## src/rtl/palScanPkg.sv

```systemverilog
package palScanPkg;

  // Strobes from the control FSM to the datapath, one cycle each.
  typedef struct packed {
    logic clear;     // rewind counters and drop any open run
    logic issue;     // read one pixel and advance the column
    logic markRow;   // current row is converted: open or extend run
    logic skipRow;   // current row is clean: advance row only
    logic closeRun;  // move the open run into the region output
  } scanStrobe_t;

  typedef enum logic [2:0] {
    ST_IDLE,
    ST_CHECK,
    ST_PIXELS,
    ST_DRAIN,
    ST_FINISH
  } scanState_t;

endpackage

```

## src/rtl/palScanDatapath.sv

```systemverilog
module palScanDatapath
  import palScanPkg::*;
#(
  parameter int WIDTH  = 640,
  parameter int HEIGHT = 480,
  localparam int PIX_TOTAL = WIDTH * HEIGHT,
  localparam int VA_W   = (PIX_TOTAL > 1) ? $clog2(PIX_TOTAL) : 1,
  localparam int BASE_W = $clog2(PIX_TOTAL + 1),
  localparam int ROW_W  = $clog2(HEIGHT + 1),
  localparam int COL_W  = (WIDTH > 1) ? $clog2(WIDTH) : 1
) (
  input  logic              clk,
  input  logic              rstN,
  input  scanStrobe_t       strobe,
  output logic              lastCol,
  output logic              rowsDone,
  output logic              runOpen,
  output logic              regPending,
  output logic              pipeEmpty,
  output logic [ROW_W-1:0]  rowSel,
  output logic              vmRd,
  output logic [VA_W-1:0]   vmAddr,
  input  logic [7:0]        vmData,
  output logic              palRd,
  output logic [7:0]        palIdx,
  input  logic [23:0]       palRgb,
  output logic              pixValid,
  output logic [VA_W-1:0]   pixAddr,
  output logic [31:0]       pixData,
  input  logic              regReady,
  output logic [ROW_W-1:0]  regStart,
  output logic [ROW_W-1:0]  regCount
);

  // ---------------- position counters ----------------
  logic [COL_W-1:0]  colCnt;
  logic [ROW_W-1:0]  rowCnt;
  logic [BASE_W-1:0] rowBase;
  logic [BASE_W-1:0] addrSum;
  logic              advanceRow;

  assign lastCol    = (colCnt == COL_W'(WIDTH - 1));
  assign rowsDone   = (rowCnt == ROW_W'(HEIGHT));
  assign advanceRow = strobe.skipRow | (strobe.issue & lastCol);
  assign rowSel     = rowCnt;
  assign addrSum    = rowBase + BASE_W'(colCnt);
  assign vmAddr     = addrSum[VA_W-1:0];
  assign vmRd       = strobe.issue;

  always_ff @(posedge clk or negedge rstN) begin
    if (!rstN) begin
      colCnt  <= '0;
      rowCnt  <= '0;
      rowBase <= '0;
    end else if (strobe.clear) begin
      colCnt  <= '0;
      rowCnt  <= '0;
      rowBase <= '0;
    end else begin
      if (strobe.issue) begin
        colCnt <= lastCol ? '0 : colCnt + COL_W'(1);
      end
      if (advanceRow) begin
        rowCnt  <= rowCnt + ROW_W'(1);
        rowBase <= rowBase + BASE_W'(WIDTH);
      end
    end
  end

  // ---------------- pixel pipeline ----------------
  // stage 1: memory byte returns and goes straight to the palette port
  // stage 2: palette colour returns and is packed onto the stream
  logic            s1Valid, s2Valid;
  logic [VA_W-1:0] s1Addr, s2Addr;

  always_ff @(posedge clk or negedge rstN) begin
    if (!rstN) begin
      s1Valid <= 1'b0;
      s2Valid <= 1'b0;
      s1Addr  <= '0;
      s2Addr  <= '0;
    end else begin
      s1Valid <= strobe.issue;
      s2Valid <= s1Valid;
      if (strobe.issue) s1Addr <= vmAddr;
      if (s1Valid)      s2Addr <= s1Addr;
    end
  end

  assign palRd     = s1Valid;
  assign palIdx    = vmData;
  assign pixValid  = s2Valid;
  assign pixAddr   = s2Addr;
  assign pixData   = {8'h00, palRgb};
  assign pipeEmpty = !s1Valid && !s2Valid && !strobe.issue;

  // ---------------- dirty-run tracker and region output ----------------
  logic [ROW_W-1:0] runStart, runCount;
  logic [ROW_W-1:0] regStartR, regCountR;

  always_ff @(posedge clk or negedge rstN) begin
    if (!rstN) begin
      runOpen  <= 1'b0;
      runStart <= '0;
      runCount <= '0;
    end else if (strobe.clear || strobe.closeRun) begin
      runOpen  <= 1'b0;
    end else if (strobe.markRow) begin
      if (!runOpen) begin
        runOpen  <= 1'b1;
        runStart <= rowCnt;
        runCount <= ROW_W'(1);
      end else begin
        runCount <= runCount + ROW_W'(1);
      end
    end
  end

  always_ff @(posedge clk or negedge rstN) begin
    if (!rstN) begin
      regPending <= 1'b0;
      regStartR  <= '0;
      regCountR  <= '0;
    end else if (strobe.closeRun) begin
      regPending <= 1'b1;
      regStartR  <= runStart;
      regCountR  <= runCount;
    end else if (regPending && regReady) begin
      regPending <= 1'b0;
    end
  end

  assign regStart = regStartR;
  assign regCount = regCountR;

  AST_REGION_HOLD: assert property (@(posedge clk) disable iff (!rstN)
    regPending && !regReady |=> regPending && $stable(regStartR) && $stable(regCountR));

  AST_REGION_BOUNDS: assert property (@(posedge clk) disable iff (!rstN)
    regPending |-> (regCountR != '0) &&
      (({1'b0, regStartR} + {1'b0, regCountR}) <= (ROW_W + 1)'(HEIGHT)));

  AST_ISSUE_IN_FRAME: assert property (@(posedge clk) disable iff (!rstN)
    strobe.issue |-> !rowsDone);

endmodule

```

## src/rtl/palScanCtrl.sv

```systemverilog
module palScanCtrl
  import palScanPkg::*;
(
  input  logic        clk,
  input  logic        rstN,
  input  logic        start,
  input  logic        refreshAll,
  input  logic        rowDirty,
  input  logic        lastCol,
  input  logic        rowsDone,
  input  logic        runOpen,
  input  logic        regPending,
  input  logic        pipeEmpty,
  output scanStrobe_t strobe,
  output logic        busy,
  output logic        eof
);

  scanState_t state, stateNext;
  logic       fullFlag;
  logic       rowRefresh;

  assign rowRefresh = fullFlag | rowDirty;

  always_ff @(posedge clk or negedge rstN) begin
    if (!rstN) state <= ST_IDLE;
    else       state <= stateNext;
  end

  // refresh-all flag: set by reset or request, dropped when a pass ends
  always_ff @(posedge clk or negedge rstN) begin
    if (!rstN)                    fullFlag <= 1'b1;
    else if (refreshAll)          fullFlag <= 1'b1;
    else if (state == ST_FINISH)  fullFlag <= 1'b0;
  end

  always_comb begin
    strobe    = '0;
    stateNext = state;
    unique case (state)
      ST_IDLE: begin
        if (start) begin
          strobe.clear = 1'b1;
          stateNext    = ST_CHECK;
        end
      end
      ST_CHECK: begin
        if (!regPending) begin
          if (rowsDone) begin
            if (runOpen) strobe.closeRun = 1'b1;
            else         stateNext       = ST_DRAIN;
          end else if (rowRefresh) begin
            strobe.markRow = 1'b1;
            stateNext      = ST_PIXELS;
          end else if (runOpen) begin
            strobe.closeRun = 1'b1;
          end else begin
            strobe.skipRow = 1'b1;
          end
        end
      end
      ST_PIXELS: begin
        strobe.issue = 1'b1;
        if (lastCol) stateNext = ST_CHECK;
      end
      ST_DRAIN: begin
        if (pipeEmpty) stateNext = ST_FINISH;
      end
      ST_FINISH: stateNext = ST_IDLE;
      default:   stateNext = ST_IDLE;
    endcase
  end

  assign busy = (state != ST_IDLE);
  assign eof  = (state == ST_FINISH);

  AST_STALL_ON_REGION: assert property (@(posedge clk) disable iff (!rstN)
    strobe.issue |-> !regPending);

  AST_EOF_DRAINED: assert property (@(posedge clk) disable iff (!rstN)
    eof |-> pipeEmpty && !regPending && !runOpen);

  AST_BUSY_FALL: assert property (@(posedge clk) disable iff (!rstN)
    $fell(busy) |-> $past(eof));

  AST_EOF_PULSE: assert property (@(posedge clk) disable iff (!rstN)
    eof |=> !eof);

endmodule

```

## src/rtl/palScan.sv

```systemverilog
module palScan
  import palScanPkg::*;
#(
  parameter int WIDTH  = 640,
  parameter int HEIGHT = 480,
  localparam int PIX_TOTAL = WIDTH * HEIGHT,
  localparam int VA_W  = (PIX_TOTAL > 1) ? $clog2(PIX_TOTAL) : 1,
  localparam int ROW_W = $clog2(HEIGHT + 1)
) (
  input  logic             clk,
  input  logic             rstN,
  input  logic             start,
  input  logic             refreshAll,
  output logic [ROW_W-1:0] rowSel,
  input  logic             rowDirty,
  output logic             vmRd,
  output logic [VA_W-1:0]  vmAddr,
  input  logic [7:0]       vmData,
  output logic             palRd,
  output logic [7:0]       palIdx,
  input  logic [23:0]      palRgb,
  output logic             pixValid,
  output logic [VA_W-1:0]  pixAddr,
  output logic [31:0]      pixData,
  output logic             regValid,
  input  logic             regReady,
  output logic [ROW_W-1:0] regStart,
  output logic [ROW_W-1:0] regCount,
  output logic             busy,
  output logic             eof
);

  scanStrobe_t strobe;
  logic lastCol, rowsDone, runOpen, pipeEmpty;

  palScanCtrl u_ctrl (
    .clk        (clk),
    .rstN       (rstN),
    .start      (start),
    .refreshAll (refreshAll),
    .rowDirty   (rowDirty),
    .lastCol    (lastCol),
    .rowsDone   (rowsDone),
    .runOpen    (runOpen),
    .regPending (regValid),
    .pipeEmpty  (pipeEmpty),
    .strobe     (strobe),
    .busy       (busy),
    .eof        (eof)
  );

  palScanDatapath #(.WIDTH(WIDTH), .HEIGHT(HEIGHT)) u_dp (
    .clk        (clk),
    .rstN       (rstN),
    .strobe     (strobe),
    .lastCol    (lastCol),
    .rowsDone   (rowsDone),
    .runOpen    (runOpen),
    .regPending (regValid),
    .pipeEmpty  (pipeEmpty),
    .rowSel     (rowSel),
    .vmRd       (vmRd),
    .vmAddr     (vmAddr),
    .vmData     (vmData),
    .palRd      (palRd),
    .palIdx     (palIdx),
    .palRgb     (palRgb),
    .pixValid   (pixValid),
    .pixAddr    (pixAddr),
    .pixData    (pixData),
    .regReady   (regReady),
    .regStart   (regStart),
    .regCount   (regCount)
  );

endmodule

```

## config.mk

```make
export PLATFORM = sky130hd
export DESIGN_NAME = palScan
export DESIGN_NICKNAME = d
export VERILOG_FILES = /design/src/rtl/palScanPkg.sv /design/src/rtl/palScanDatapath.sv /design/src/rtl/palScanCtrl.sv /design/src/rtl/palScan.sv
export SDC_FILE = /design/constraint.sdc
export NUM_CORES = 1
export LEC_CHECK = 0
export BUFFER_PORTS_ARGS = -buffer_cell sky130_fd_sc_hd__buf_2
export CAP_MARGIN = 20
export CORE_UTILIZATION = 53
export CTS_BUF_LIST = sky130_fd_sc_hd__clkbuf_4 sky130_fd_sc_hd__clkbuf_8 sky130_fd_sc_hd__clkbuf_16
export DETAILED_ROUTE_END_ITERATION = 12
export PLACE_DENSITY = 0.83
export SYNTH_ARGS = -nofsm -noshare
export SYNTH_HDL_FRONTEND = slang
export SYNTH_HIERARCHICAL = 1
export SYNTH_SLANG_ARGS = --single-unit
export TNS_END_PERCENT = 100
```

## constraint.sdc

```tcl
create_clock -name clk -period 3.65 [get_ports clk]
set_input_delay 0.5475 -clock clk [delete_from_list [all_inputs] [get_ports clk]]
set_output_delay 0.5475 -clock clk [all_outputs]
set_load 0.02 [all_outputs]
```

# Word level (Yosys, flattened, before mapping)

Index checks and enable logic that the tools add are counted.

Register bits after elaboration: 120
Input port bits: 38
Logic and storage cells: 87

Add/sub/neg operators: 5
Equality and inequality tests: 12
Mux-type cells: 33
Bitwise logic cells: 5
Reductions and logical operators: 17

Operators by type and width:

| cell                                                                     | number |
|---|---|
| 19-bit 2-to-1 mux                                                        | 2 |
| 10-bit 2-to-1 mux                                                        | 3 |
| 3-bit 2-to-1 mux                                                         | 9 |
| 9-bit 2-to-1 mux                                                         | 3 |
| 19-bit by 10-bit adder with 19-bit output                                | 1 |
| 19-bit by 10-bit adder with 19-bit output (second input constant)        | 1 |
| 9-bit by 1-bit adder with 9-bit output (second input constant)           | 2 |
| 1-bit 2-to-1 mux                                                         | 13 |
| 3-bit case mux with 4 select lines                                       | 1 |
| 10-bit by 1-bit adder with 10-bit output (second input constant)         | 1 |
| 10-bit == test (second input constant)                                   | 1 |
| 2-bit nonzero test                                                       | 5 |
| 9-bit == test (second input constant)                                    | 1 |
| 3-bit by 2-bit == test with 1-bit output (second input constant)         | 2 |
| 2-bit inequality test (second input constant)                            | 3 |
| 6-bit AND reduction                                                      | 1 |
| 2-bit 2-to-1 mux                                                         | 2 |
| 3-bit by 1-bit == test with 1-bit output (second input constant)         | 1 |
| 3-bit == test (second input constant)                                    | 1 |
| 1-bit logical AND                                                        | 3 |
| 1-bit zero test                                                          | 3 |
| 3-bit zero test                                                          | 1 |
| 3-bit by 2-bit inequality test with 1-bit output (second input constant) | 1 |
| 3-bit inequality test (second input constant)                            | 1 |
| 8 further kinds                                                          | 10 |

# Depth between registers and ports, before layout

Gate-level depths: netlist (run 1).

Word-level depth: 8
Gate-level depth with buffers: 11
Depth with buffers taken out: 10

# Hierarchy

Netlist (run 1), hierarchy kept.

By module, submodules not included:

| module          | times used | cells an instance | area an instance (µm²) | seq. area each (µm²) |
|---|---|---|---|---|
| palScanDatapath | 1          | 460               | 5187.5                 | 2727.6 |
| palScanCtrl     | 1          | 33                | 317.8                  | 101.3 |

# Least setup slack after synthesis (run 1)

No wires, ideal clock.

Path type: register to register
Start: reg u_dp.regPending
End: reg u_dp.runStart[2]
Setup time: 0.125 ns
Arrival: 2.590 ns
Required time: 3.525 ns
Setup slack: 0.935 ns
Stages on the path, launching flop included: 8
Buffers on the path: 2
Period minus slack after synthesis: 2.715 ns
Cells stage by stage: dfrtp_1 or4b_4 nor3_1 or3b_2 clkbuf_1 nor2_1 buf_4 mux2_2

RTL lines:

| element                  | line                   | RTL |
|---|---|---|
| start: declaration       | palScanDatapath.sv:18  | `output logic regPending,` |
| start signal: assignment | palScanDatapath.sv:121 | `regPending <= 1'b0;` |
| start signal: assignment | palScanDatapath.sv:125 | `regPending <= 1'b1;` |
| start signal: assignment | palScanDatapath.sv:129 | `regPending <= 1'b0;` |
| end signal: assignment   | palScanDatapath.sv:111 | `runStart <= rowCnt;` |
| end: declaration         | palScanDatapath.sv:98  | `logic [ROW_W-1:0] runStart, runCount;` |

# Worst setup path in the final report (run 1)

Start: reg u_dp.colCnt[8]
End: out vmAddr[18]

Cells in the longest elaborated chain, start to end: 1

RTL lines:

| element                                   | line                  | RTL |
|---|---|---|
| start: declaration                        | palScanDatapath.sv:36 | `logic [COL_W-1:0] colCnt;` |
| start signal: assignment                  | palScanDatapath.sv:61 | `colCnt <= lastCol ? '0 : colCnt + COL_W'(1);` |
| 19-bit by 10-bit adder with 19-bit output | palScanDatapath.sv:46 | `assign addrSum = rowBase + BASE_W'(colCnt);` |
| end: declaration                          | palScan.sv:17         | `output logic [VA_W-1:0] vmAddr,` |

Every way passes these cells.

==> results of run 1 <==
==> metal layers <==
metal / up-vias / wire length (um)
met5: - / 0
met4: 0 / 250
met3: 36 / 571
met2: 143 / 5130
met1: 1887 / 4760
li1: 1777 / -
==> registers in the layout, indices dropped and copies added (netlist names), 3 cells and up <==
name,count
u_dp/s1Addr,19
u_dp/runCount,9
u_ctrl/state,3
u_dp/regStart,9
u_dp/rowBase,12
u_dp/rowSel,9
u_dp/regCount,9
u_dp/colCnt,10
u_dp/pixAddr,19
u_dp/runStart,9
==> worst min-delay path by stage <==
stage	endpoint	slack [ns]
6_report	u_dp/pixAddr[3]$_DFFE_PN0P_	0.07
5_1_grt	u_dp/pixAddr[3]$_DFFE_PN0P_	0.13
4_1_cts	u_dp/pixAddr[3]$_DFFE_PN0P_	0.09
3_5_place_dp	u_ctrl/fullFlag$_DFFE_PN1P_	0.49
3_3_place_gp	u_ctrl/fullFlag$_DFFE_PN1P_	0.48
2_1_floorplan	u_ctrl/state[0]$_DFFE_PN0P_	0.25
==> cell families (layout without fill, tap and decap cells) <==
family,count (synthesis),count (layout)
compound gates,80,80
xor+xnor,16,16
fa+ha+maj,8,8
buf+inv,83,125
flops,113,113
mux,65,65
other cells,1,8
simple gates,127,127
==> synthesized netlist by cell type, types with 3 or more instances <==
library cell,n
xor2_1,9
or4_1,8
nand4_1,6
ha_1,8
a21oi_1,23
o31ai_1,10
xnor2_1,7
and3_1,7
or2_2,3
a21o_1,4
buf_2,3
clkbuf_1,18
nor2_1,24
nor3_1,9
nor3b_1,3
mux2i_1,3
inv_1,11
o21ai_0,24
a31oi_1,8
buf_6,3
nand3_1,16
buf_1,3
nand2_1,22
dfrtp_1,112
mux2_2,61
or3_1,17
buf_4,45
==> stage by stage <==
step	worst slack, ns	cell area, um2	cells
after global placement	1.07	5680	643
after global routing	0.535	6250	675
final	0.679	6250	675
after floorplan	0.935	5530	500
after CTS	0.679	6250	675
after detailed placement	0.967	5680	643
==> cell usage in the layout, fill, tap and decap left out, types with 3 or more instances in the layout <==
| master | netlist | layout |
|---|---|---|
| o21ai_0 | 24 | 24 |
| clkbuf_8 | 0 | 3 |
| o31ai_1 | 10 | 10 |
| buf_2 | 3 | 75 |
| conb_1 | 1 | 8 |
| or3_1 | 17 | 17 |
| mux2i_1 | 3 | 3 |
| ha_1 | 8 | 8 |
| nor2_1 | 24 | 22 |
| clkinvlp_4 | 0 | 6 |
| buf_4 | 45 | 6 |
| inv_6 | 0 | 4 |
| or2_2 | 3 | 3 |
| a21oi_1 | 23 | 23 |
| nand3_1 | 16 | 16 |
| and3_1 | 7 | 7 |
| mux2_2 | 61 | 61 |
| nand2_1 | 22 | 22 |
| dfrtp_1 | 112 | 112 |
| or4_1 | 8 | 8 |
| clkbuf_16 | 0 | 16 |
| nand4_1 | 6 | 6 |
| xnor2_1 | 7 | 7 |
| inv_1 | 11 | 11 |
| nor3_1 | 9 | 9 |
| xor2_1 | 9 | 9 |
| a21o_1 | 4 | 4 |
| a31oi_1 | 8 | 8 |
==> report_power, final <==
group	total [mW]	internal (mW)	switching [mW]
Sequential	1.56	1.41	0.145
Combinational	0.531	0.218	0.313
Clock	1.55	0.947	0.607
==> cell type report <==
class | instances | area share
multi-input combinational | 304 | 0.353
clock buffer | 19 | 0.0706
inverter | 11 | 0.00660
timing repair buffer | 82 | 0.0704
clock inverter | 13 | 0.0204
tap | 133 | 0.0266
sequential | 113 | 0.452
==> metrics.yaml, run 1 <==
setup_path:
  r2r_start: "u_ctrl/state[0]$_DFFE_PN0P_"
  critical_path.max_stage_delay_ns: 0.44
  cp-start-kind: "register"
  regToRegEndpoint: "u_dp/runStart[6]$_DFFE_PN0P_"
  crit_family: "compound AO/OA/AOI/OAI gates"
  r2r_cells: 6
  crit_cells: 6
  worstPathMaxFanout: 7
  arrival_ns: 2.42
  crit_start: "u_dp/colCnt[8]$_DFFE_PN0P_"
  crit_buf_inv: 1
  required_ns: 3.10
  worst_setup_path_end_kind: "primary output"
  cp_cell_sequence: "ha_1, a21o_1, a21oi_1, o21ai_0, nand2_1, buf_2"
  slowest_stage: "a21oi_1"
  worstSetupEndpoint: "vmAddr[18]"
  rrSetupSlack_ns: 0.95
  critPathKind: "reg -> out"
global_route:
  antenna_found_initial: 0
  grt_pass1_vias: 3728
  grt_util_met1: 0.280
  top_usage_layer: "met2"
  use_met2: 0.326
  overflow: 0
  gr-usage-all-layers: 0.210
  grt_pass1_wl_um: 18300
  grt_max_degree: 61
  use_met3: 0.0520
logic_synthesis:
  yosys.area_share.adder: 0.0182
  netlist_area_um2: 5510
  syn_avg_cell_area_um2: 11.2
  ys_ff_latch: 113
  ys_types: 51
  synth_xor_area_frac: 0.0255
  synth_top_family_by_area: "multiplexers"
  synth_largest_area_cell: "dfrtp_1"
  synth_compound_area_frac: 0.0882
  synth.area.mux_share: 0.134
  yosysWarnings: 6
  synthCells: 493
  synthArstFlopShare: 1.00
  synth-seq-area-share: 0.514
  yosys.area_share.simple: 0.127
  synth_top_area_frac: 0.509
  ys.flop_type: "dfrtp_1"
  synth_edf_count: 0
  synth.area.top_cells: "dfrtp_1, mux2_2, buf_4"
power_and_ir_drop:
  ir_worst_vdd_mv: 0.484
  p_leak_nw: 3.00
  p_per_area_nw_per_um2: 582
  power.total_mw: 3.64
sta:
  holdWs_ns: 0.0703
  final_max_slew_viol_count: 0
  setup-tns-final_ns: 0
  finalHoldViolCount: 0
  rsz0062_at_grt: "false"
  clock_skew_ns: 0.0110
  period_minus_slack_ns: 2.97
  fin_crit_sh: 0.814
  maxSlewHeadroom: 0.369
  tightestPinTransition_ns: 0.946
  setup_viol: 0
  fmax_mhz: 337
route:
  drt_drc_violations_left: 0
  detail_route.wl_per_cell_um: 15.9
  vias_per_cell: 5.69
  drt_iter0_markers: 184
  drtAntennaViolNets: 0
  postRouteWirelength_um: 10700
  vias: 3843
  firstDrtPassIters: 4
final_layout:
  area_delta_synth_final_pct: 13.6
  utilization: 0.631
  fin_nets: 575
  regArea_um2: 2830
  multi_input_area_um2: 2210
  n_fill_cell: 801
  layout-drive-gt1-share: 0.352
  antenna_cells: 0
run:
  cap_violations: 0
clock_network:
  postCtsSetupBuffers: 0
  clk_root_buffer_cell: "clkbuf_8"
  ctsResizeCount: 0
  cts_max_path_buffers: 2
  hold_buffers: 0
  path_clk_slew_ns: 0.06
  clkSinkCount: 113
  clk_latency_ns: 0.52
  cts_buffers: 17
  cts_tree: "yes"
  htree_levels: 4
min_path:
  hp-class: "in -> async"
die:
  die_area_um2: 10800
  rows: 36
  die_y_um: 104
  io_pins: 149
  start_util: 0.556
  die_x_um: 104
  core_um2: 9910
status:
  outcome: "finished clean"
place:
  port_buffers: 76
  place_congestion: 0.802
  dp_hpwl_um: 7040
Note: power is estimated with default switching activity, not from simulation.
==> inputs of run 2 (changes only) <==
- ABC_AREA: not set -> 1
- CORE_UTILIZATION: 53 -> 54
- clock period: 3.65 -> 3.1 ns (I/O delays scaled with it)
==> metrics.yaml, run 2 <==
clock_network:
  cts_buffers: 17  # unchanged
  clk_root_buffer_cell: "clkbuf_16"
  clkSinkCount: 113  # unchanged
  postCtsSetupBuffers: 0  # unchanged
  htree_levels: 4  # unchanged
  hold_buffers: 0  # unchanged
  clk_latency_ns: 0.41  # -0.11 ns
  ctsResizeCount: 0  # unchanged
  cts_tree: "yes"
  path_clk_slew_ns: 0.05  # about the same
  cts_max_path_buffers: 2  # unchanged
final_layout:
  utilization: 0.635  # +0.00395
  n_fill_cell: 884  # +10%
  finalNonFillerCells: 952  # +41%
  layout-drive-gt1-share: 0.219  # -0.133
  design_area_um2: 6970  # +12%
  final_common_cell: "nand2_1"
  multi_input_area_um2: 2620  # +19%
  final_cell_mix: "nand2_1, dfrtp_1, buf_2"
  regArea_um2: 2830  # unchanged
  fin_nets: 847  # +47%
  antenna_cells: 0  # unchanged
  area_delta_synth_final_pct: 13.2
place:
  place_ws_ns: 0.416  # -0.551 ns
  port_buffers: 76  # unchanged
  dp_cells: 922  # +43%
  dp_hpwl_um: 9380  # +33%
  place_area_um2: 6340  # +12%
  place_congestion: 0.929  # +16%
die:
  die_area_um2: 11800  # +9.6%
  io_pins: 149  # unchanged
  die_x_um: 109  # +4.7%
  die_y_um: 109  # +4.7%
  rows: 38  # +5.6%
  core_um2: 11000  # +11%
  start_util: 0.561  # +0.00505
logic_synthesis:
  netlist_area_um2: 6160  # +12%
  synth_edf_count: 0  # unchanged
  yosysMostFrequentCell: "nand2_1"
  yosys.area_share.simple: 0.313  # +0.186
  synth_compound_area_frac: 0.0417  # -0.0465
  yosys.area_share.adder: 0.0163  # -0.00192
  synth.area.mux_share: 0.0347  # -0.0996
  synth_xor_area_frac: 0.0142  # -0.0112
  synth.area.top_cells: "dfrtp_1, nand2_1, buf_4"
  synth_common_cells: "nand2_1, dfrtp_1, inv_1"
  synth_top_area_frac: 0.455  # -0.0539
  synth-seq-area-share: 0.459  # -0.0544
  ys.flop_type: "dfrtp_1"
  synth_largest_area_cell: "dfrtp_1"
  yosysWarnings: 6  # unchanged
  synthCells: 762  # +55%
  syn_avg_cell_area_um2: 8.08  # -28%
  synthArstFlopShare: 1.00  # unchanged
  ys_types: 35  # -31%
  ys_ff_latch: 113  # unchanged
  synth_top_family_by_area: "simple AND/OR/NAND/NOR gates"
route:
  drtAntennaViolNets: 0  # unchanged
  postRouteWirelength_um: 14000  # +31%
  vias: 5131  # +34%
  drt_iter0_markers: 438  # +140%
  firstDrtPassIters: 5  # +1
  detail_route.wl_per_cell_um: 14.7  # -7.3%
  drt_drc_violations_left: 0  # unchanged
  vias_per_cell: 5.39  # -5.3%
run:
  cap_violations: 0  # unchanged
sta:
  final_max_slew_viol_count: 0  # unchanged
  rsz0062_at_grt: "false"
  fmax_mhz: 357
  clock_skew_ns: 0.00907  # -0.00193 ns
  finalHoldViolCount: 0  # unchanged
  period_minus_slack_ns: 2.80
  maxSlewHeadroom: 0.447  # +0.0778
  setup_viol: 0  # unchanged
  worst_slack_ns: 0.302  # -0.376 ns
  fin_crit_sh: 0.902
  holdWs_ns: 0.0563  # -0.0140 ns
  tightestPinTransition_ns: 0.830  # -0.117 ns
  setup-tns-final_ns: 0  # unchanged
min_path:
  hp-class: "in -> async"
status:
  outcome: "finished clean"
global_route:
  grt_pass1_vias: 4776  # +28%
  overflow: 0  # unchanged
  antenna_found_initial: 0  # unchanged
  grt_pass1_wl_um: 23000  # +26%
  gr-usage-all-layers: 0.255  # +0.0448
  grt_max_degree: 69  # +13%
setup_path:
  arrival_ns: 3.13  # +0.71 ns
  cp-start-kind: "register"
  worstPathMaxFanout: 26  # +19
  required_ns: 3.44  # +0.34 ns
  worst_setup_path_end_kind: "register"
  critPathKind: "reg -> reg"
power_and_ir_drop:
  p_leak_nw: 3.81  # +27%
  power.total_mw: 5.59  # +54%
  p_per_area_nw_per_um2: 802  # +38%
  ir_worst_vdd_mv: 0.407  # -16%
==> run 2: final cells by class <==
cell class                      count  share of cell area
Clock buffer                       21              0.0689
Tap cell                          140              0.0251
Timing Repair Buffer               82              0.0632
Clock inverter                      9              0.0223
Multi-Input combinational cell    514               0.376
Inverter                           73              0.0393
Sequential cell                   113               0.406
==> run 2: routing by layer <==
metal	wire length [um]	track usage	vias to the layer above	share of wire
li1	-	-	2433	-
met1	5970	0.345	2419	0.43
met4	536	0.142	0	0.038
met2	6510	0.382	232	0.47
met3	980	0.0544	47	0.070
met5	0	0	-	0
==> run 2: worst paths after layout <==
| path | from | end | slack [ns] | cells past startpoint |
|---|---|---|---|---|
| worst max-delay path | u_dp/rowSel[0]$_DFFE_PN0P_ | u_dp/runCount[4]$_DFFE_PN0P_ | 0.30 | 14 |
| worst min-delay path | rstN | u_dp/colCnt[3]$_DFFE_PN0P_ | 0.06 | 1 |
| worst max register to register | u_dp/rowSel[0]$_DFFE_PN0P_ | u_dp/runCount[4]$_DFFE_PN0P_ | 0.30 | 14 |
| worst min register to register | u_dp/regStart[0]$_DFFE_PN0P_ | u_dp/regStart[0]$_DFFE_PN0P_ | 0.47 | 2 |
| max in group asynchronous | rstN | u_ctrl/fullFlag$_DFFE_PN1P_ | 2.25 | 2 |
| min in group clk | regReady | u_dp/regPending$_DFFE_PN0P_ | 0.25 | 2 |
==> run 2: report_power, final <==
group / internal [mW] / switching [mW]
registers: 1.75 / 0.290
logic: 0.462 / 1.02
clock network: 1.42 / 0.647
total: 3.63 / 1.96
==> run 2: cell families (layout without fill, tap and decap cells) <==
family,count (synthesis),after routing
simple gates,422,422
buf+inv,142,185
flops,113,113
compound gates,47,47
mux,19,19
xor+xnor,10,10
fa+ha+maj,8,8
other cells,1,8
==> run 2: critical path: stages, from the launching register on <==
cell and delay [ns]:
dfrtp_1 0.43, inv_1 0.15, ha_1 0.16, nand2_1 0.05, nor3_1 0.37, inv_1 0.13, nand2_1 0.11, nand2_1 0.05
nor2_1 0.17, inv_2 0.20, nand3_2 0.31, nor2_2 0.08, inv_2 0.26, o21ai_0 0.15, nor2_1 0.11
